$ cat src/rtl/spi_hold_ctrl.sv
module spi_hold_ctrl #(
  parameter int SYNC_STAGES = 2,
  parameter int WORD_W      = 8
) (
  input  logic              clk,
  input  logic              rst_n,
  input  logic              cs_n_pin,
  input  logic              sclk_pin,
  input  logic              hold_n_pin,
  input  logic              si_pin,
  input  logic              tx_bit,
  output logic              so_data,
  output logic              so_en,
  output logic              hold_active,
  output logic              sclk_rise,
  output logic              sclk_fall,
  output logic              iface_rst,
  output logic [WORD_W-1:0] rx_word,
  output logic              rx_done
);
  localparam int CW   = $clog2(WORD_W);
  localparam int LAST = WORD_W - 1;
  localparam int TOP  = SYNC_STAGES - 1;

  logic [TOP:0] cs_sy, sclk_sy, hold_sy, si_sy;
  logic cs_s, sclk_s, hold_s, si_s, sclk_q, cs_q;
  logic enter_now, leave_now, hold_eff;
  logic [CW-1:0] cnt;
  logic [WORD_W-2:0] sr;

  always_ff @(posedge clk or negedge rst_n)
    if (!rst_n) begin
      cs_sy   <= '1;
      hold_sy <= '1;
      sclk_sy <= '0;
      si_sy   <= '0;
      sclk_q  <= 1'b0;
      cs_q    <= 1'b1;
    end else begin
      cs_sy   <= {cs_sy[TOP-1:0], cs_n_pin};
      hold_sy <= {hold_sy[TOP-1:0], hold_n_pin};
      sclk_sy <= {sclk_sy[TOP-1:0], sclk_pin};
      si_sy   <= {si_sy[TOP-1:0], si_pin};
      sclk_q  <= sclk_s;
      cs_q    <= cs_s;
    end

  assign cs_s   = cs_sy[TOP];
  assign sclk_s = sclk_sy[TOP];
  assign hold_s = hold_sy[TOP];
  assign si_s   = si_sy[TOP];

  // hold state changes only while the serial clock is low
  assign enter_now = ~cs_s & ~hold_active & ~hold_s & ~sclk_s;
  assign leave_now = hold_active & hold_s & ~sclk_s;
  assign hold_eff  = hold_active | enter_now;

  assign sclk_rise = ~cs_s & ~hold_eff & sclk_s & ~sclk_q;
  assign sclk_fall = ~cs_s & ~hold_eff & ~sclk_s & sclk_q;
  assign so_en     = ~cs_s & ~hold_active;
  assign so_data   = so_en & tx_bit;

  always_ff @(posedge clk or negedge rst_n)
    if (!rst_n) begin
      hold_active <= 1'b0;
      iface_rst   <= 1'b0;
    end else begin
      iface_rst <= cs_s & ~cs_q & hold_active;
      if (cs_s)           hold_active <= 1'b0;
      else if (enter_now) hold_active <= 1'b1;
      else if (leave_now) hold_active <= 1'b0;
    end

  always_ff @(posedge clk or negedge rst_n)
    if (!rst_n) begin
      cnt     <= '0;
      sr      <= '0;
      rx_word <= '0;
      rx_done <= 1'b0;
    end else begin
      rx_done <= 1'b0;
      if (cs_s) cnt <= '0;
      else if (sclk_rise) begin
        sr <= {sr[WORD_W-3:0], si_s};
        if (cnt == CW'(LAST)) begin
          rx_word <= {sr, si_s};
          rx_done <= 1'b1;
          cnt     <= '0;
        end else cnt <= cnt + 1'b1;
      end
    end

  p_idle_after_reset_r1: assert property (@(posedge clk) $rose(rst_n) |-> !hold_active && !iface_rst && !rx_done);
  p_enter_clk_low_r3: assert property (@(posedge clk) disable iff (!rst_n) $rose(hold_active) |-> $past(!sclk_s));
  p_exit_clk_low_r4: assert property (@(posedge clk) disable iff (!rst_n) $fell(hold_active) |-> $past(cs_s) || $past(!sclk_s));
  p_so_off_r5: assert property (@(posedge clk) disable iff (!rst_n) hold_active |-> !so_en && !so_data);
  p_no_shift_r6: assert property (@(posedge clk) disable iff (!rst_n) hold_active |=> !rx_done || $past(rx_done) == 1'b0 && !hold_active || !$past(hold_active));
  p_gate_r6: assert property (@(posedge clk) disable iff (!rst_n) hold_active |-> !sclk_rise && !sclk_fall);
  p_rst_pulse_r8: assert property (@(posedge clk) disable iff (!rst_n) iface_rst |-> !hold_active ##1 !iface_rst);
  p_deselect_r9: assert property (@(posedge clk) disable iff (!rst_n) cs_s |=> !hold_active);
endmodule

$ cat config.mk
export PLATFORM = sky130hd
export DESIGN_NAME = spi_hold_ctrl
export DESIGN_NICKNAME = d
export VERILOG_FILES = /design/src/rtl/spi_hold_ctrl.sv
export SDC_FILE = /design/constraint.sdc
export NUM_CORES = 1
export LEC_CHECK = 0
export BUFFER_PORTS_ARGS = -buffer_cell sky130_fd_sc_hd__buf_2
export CAP_MARGIN = 20
export CORE_MARGIN = 2
export CORE_UTILIZATION = 56
export CTS_CLUSTER_DIAMETER = 100
export DETAILED_ROUTE_END_ITERATION = 10
export PLACE_DENSITY_LB_ADDON = 0.2
export SLEW_MARGIN = 15
export SYNTH_ARGS = -nofsm -noshare
export SYNTH_HDL_FRONTEND = slang
export SYNTH_SLANG_ARGS = --single-unit
$ cat constraint.sdc
create_clock -name clk -period 4.7 [get_ports clk]
set_input_delay 0.47 -clock clk [delete_from_list [all_inputs] [get_ports clk]]
set_output_delay 0.47 -clock clk [all_outputs]
set_load 0.02 [all_outputs]
==> After elaboration in Yosys (flattened, before gate mapping) <==
Cells that the tools add are included.
{ "classes": {"add_sub_neg": 1, "eq_ne": 1, "muxes": 9, "n_bitwise": 21, "n_reduce_logical": 4} }
{ "op_table": {"columns": ["op", "count"], "rows": [
  ["bitwise AND 1 bit", 13],
  ["2-to-1 mux 3 bit", 3],
  ["NOT 1 bit", 7],
  ["2-to-1 mux 1 bit", 6],
  ["adder 3 x 1 -> 3 bit, second input constant", 1],
  ["== test 3 bit, second input constant", 1],
  ["AND reduction 3 bit", 1],
  ["nonzero test 3 bit", 1],
  ["AND reduction 2 bit", 1],
  ["nonzero test 2 bit", 1],
  ["OR 1 bit", 1]
]} }
{ "totals": {"regBits": 31, "out_inout_bits": 15, "word_cells": 48} }

==> Longest topological paths before layout <==
{ "logic_depth": {"ltp_word": 11, "mapped_depth": 5, "depth_no_buf": 5} }

==> Least setup slack after synthesis <==
Ideal clock, no wire load.
{ "synth_timing": {"path_kind": "reg-to-output", "start": "reg hold_active", "end": "out sclk_rise", "arrival_time_ps": 1238, "t_required_ps": 4230, "slack_ps": 2992, "stages_incl_launch_ff": 3, "path_buffers": 1, "path_cell_list": "dfrtp_1 > nor4b_4 > buf_4"} }
{ "synth_via": {"elab_chain_cells": 9} }
{ "synth_lines": {"columns": ["element", "line", "rtl"], "rows": [
  ["start, declared", "14", "output logic hold_active,"],
  ["start signal, assigned", "65", "hold_active <= 1'b0;"],
  ["start signal, assigned", "69", "if (cs_s) hold_active <= 1'b0;"],
  ["start signal, assigned", "70", "else if (enter_now) hold_active <= 1'b1;"],
  ["NOT 1 bit", "54", "assign enter_now = ~cs_s & ~hold_active & ~hold_s & ~sclk_s;"],
  ["bitwise AND 1 bit (3 in series)", "54", null],
  ["OR 1 bit *", "56", "assign hold_eff = hold_active | enter_now;"],
  ["NOT 1 bit *", "58", "assign sclk_rise = ~cs_s & ~hold_eff & sclk_s & ~sclk_q;"],
  ["bitwise AND 1 bit * (3 in series)", "58", null],
  ["end, declared", "15", "output logic sclk_rise,"]
]} }
Mark *: on every way between the ends. The rest lies on a longest branch, timed or not.

==> Final worst setup path <==
Ends and elaborated chain as after synthesis.

==> results by group <==
Layout
  • Antenna cells: 0
  • Area grow syn2layout: 17.2%
  • Share of cells above drive strength 1: 51.0%
  • # nets final: 106
  • Final std cells w/o fill: 125

Floorplanning
  • Die Y: 48.6 um
  • Core area: 1920 sq um
  • Die X-Extent: 48.6 um
  • Die ar.: 2370 sq um
  • FP Rows: 16
  • Starting Density: 58.1%
  • Io pins: 22

Setup path
  • CP Depth: 2
  • Worst EP required: 4.23 ns
  • Crit path cell chain: nor4b_4 -> buf_2
  • WP buf/inv: 1
  • Flop2flop setup slack: 2.84 ns
  • CP top delay family: simple AND/OR/NAND/NOR gates
  • Worst Path Class, Setup: reg -> out
  • CP arrival: 1.85 ns
  • Delay of the slowest critical-path stage: 0.79 ns
  • Critical Path Source Type: flip-flop
  • Crit end category: output port
  • RR Endpoint: rx_word[0]
  • Worst path slowest cell: nor4b_4
  • Worst r2r path cells: 3
  • Reg2reg start: hold_active
  • CP Max Fanout: 15

Placement
  • RD Place Congestion: 0.727
  • HPWL after DPL: 1060 um
  • Port bufs: 21
  • Dpl cells: 117

Synth
  • Largest cells by area after synthesis: dfrtp_1 58%, mux2_2 15%, dfstp_2 12%
  • Mapped Cells: 70
  • Yosys warning total: 0
  • Synth Flop Type: dfrtp_1
  • Post-synthesis sequential area ratio: 70.1%
  • Fraction of registers with async set/reset: 100%
  • Most frequent cell after synthesis: dfrtp_1
  • Commonest cells in the synthesized netlist: 26 x dfrtp_1, 15 x mux2_2, 5 x dfstp_2
  • Synth top area share: 58.3%
  • EDFF count, synth: 0
  • Synth Cell Area: 1120 sq um
  • Yosys top cell by area: dfrtp_1
  • Seq cells post-synth: 31
  • Post-synth net total: 79
  • Synth cell types: 17
  • Avg Inst Size Synth: 15.9 sq um

Route
  • Top routing layer in use: met4
  • Wire length on met2: 717 um
  • Antenna Nets Post-Route: 0
  • Starting DRT DRC Count: 4
  • Met1 wire length: 667 um
  • # DRC: 0
  • Final Routed Wirelength: 1500 um
  • Number of vias per cell: 4.98
  • Vias: 622
  • WL met3: 91 um
  • Wire length per cell: 12.0 um
  • DRT Pass-1 Iters: 2

Pwr
  • Combinational power share: 8.4%
  • Clock share of power: 29.8%
  • Sw Ratio: 23.2%
  • Int Power: 0.395 mW
  • Max VDD drop: 0.000240 V
  • Psw: 0.119 mW
  • Pwr Total: 0.515 mW
  • Leak: 0.699 nW
  • Flop pwr share: 61.9%
  • PwrDens: 394 nW/um^2

Clocking
  • CTS max path bufs: 2
  • # hold bufs at CTS: 0
  • Clock slew at reported path FFs: 0.09 ns
  • CTS buffer count: 5
  • CTS tree: yes
  • Setup bufs post-CTS: 0
  • PostCTS Resize Cnt: 0
  • Clock root buffer master: clkbuf_4
  • Sinks on Clock Net: 31
  • Total number of H-tree levels: 2
  • Clk Latency, worst-skew pair: 0.32 ns

Global route
  • Antenna violations before repair: 0
  • Vias in the first global route: 599
  • Grt total ovfl: 0
  • Total Routing Usage GR: 15.2%
  • First-pass GRT wire length: 2610 um
  • Largest net degree at the start of global routing: 32

STA
  • Worst-Margin Slew: 0.842 ns
  • Fmax: 0.432 GHz
  • Final hold vios: 0
  • Final Setup Violations: 0
  • Final Critical Period: 2.32 ns
  • Final Max Slew Viols: 0
  • TNS Setup: 0 ns
  • Relative slew slack: 43.6%
  • Clock skew: 0.0139 ns
  • Final period util: 49.3%
  • RSZ-0062 raised after global routing: false

Run status
  • Status: complete, no violations

Min path
  • HP Class: in -> async

Job
  • Max_cap viols: 0
cell type report:
class                   count  area (sq um)
clock buffers               7          55.1
multi-input cells          37           323
flip-flops and latches     31           782
well taps                  27          33.8
fillers                   152           614
inverters                   1          3.75
clock inverters             1          5.00
repair buffers             21           105
sequential cells by signal, indices dropped and copies added, names as in the netlist, 2 cells and up:
name and flops:
cnt 3, cs_sy 2, hold_sy 2, rx_word 8
sclk_sy 2, si_sy 2, sr 7
layout by cell type, fill, tap and decap left out, drive strengths merged, types with 2 or more instances in the layout:
cell type	netlist	final
clkbuf	0	7
nor2	3	3
ha	2	2
nand2	4	4
buf	1	21
mux2	15	15
dfstp	5	5
dfrtp	26	26
nand2b	3	3
o21ai	3	3
nor2b	2	2
per-layer routing:
metal / global-route usage [%] / vias to the layer above
li1: - / 295
met1: 19.1 / 305
met2: 21.9 / 18
met3: 6.79 / 4
met4: 8.57 / 0
met5: 0 / -
power groups by stage:
stage | Clock, mW | Combinational, mW | Sequential [mW]
after global routing | 0.174 | 0.0480 | 0.323
after floorplan | 0 | 0.0306 | 0.318
after detailed placement | 0 | 0.0437 | 0.324
final | 0.153 | 0.0430 | 0.319
after global placement | 0 | 0.0425 | 0.323
after CTS | 0.161 | 0.0437 | 0.319
stage by stage:
stage | setup slack [ns] | hold slack (ns) | utilization, % | instance area [sq um]
floorplan | 2.99 | 0.174 | - | 1120
global placement | 2.74 | 0.334 | 64.9 | 1250
detailed placement | 2.70 | 0.347 | 64.9 | 1250
CTS | 2.36 | 0.169 | 68.0 | 1310
global route | 2.23 | 0.215 | 68.0 | 1310
finish | 2.38 | 0.167 | 68.0 | 1310
how the worst max path moves through the flow:
| stage | startpoint | end |
|---|---|---|
| after floorplan | hold_active | sclk_rise |
| after global placement | hold_active | sclk_rise |
| after detailed placement | hold_active | sclk_rise |
| after CTS | hold_active | sclk_rise |
| after global routing | hold_active | sclk_rise |
| final | hold_active | sclk_rise |
worst register-to-register path: stages, from the launching register on:
cell,delay (ns)
dfrtp_1,0.45
nor4b_4,0.79
nand2_4,0.19
mux2_2,0.32
cells by family after synthesis:
kind of cell	after synthesis	synth area share, %
muxes	15	15.1
and+or+nand+nor	17	10.2
DFF	31	70.1
adders and majority gates	2	2.24
AOI/OAI and AO/OA	3	1.34
buffers and inverters	2	1.01
Power figures use the tool's default switching activity.
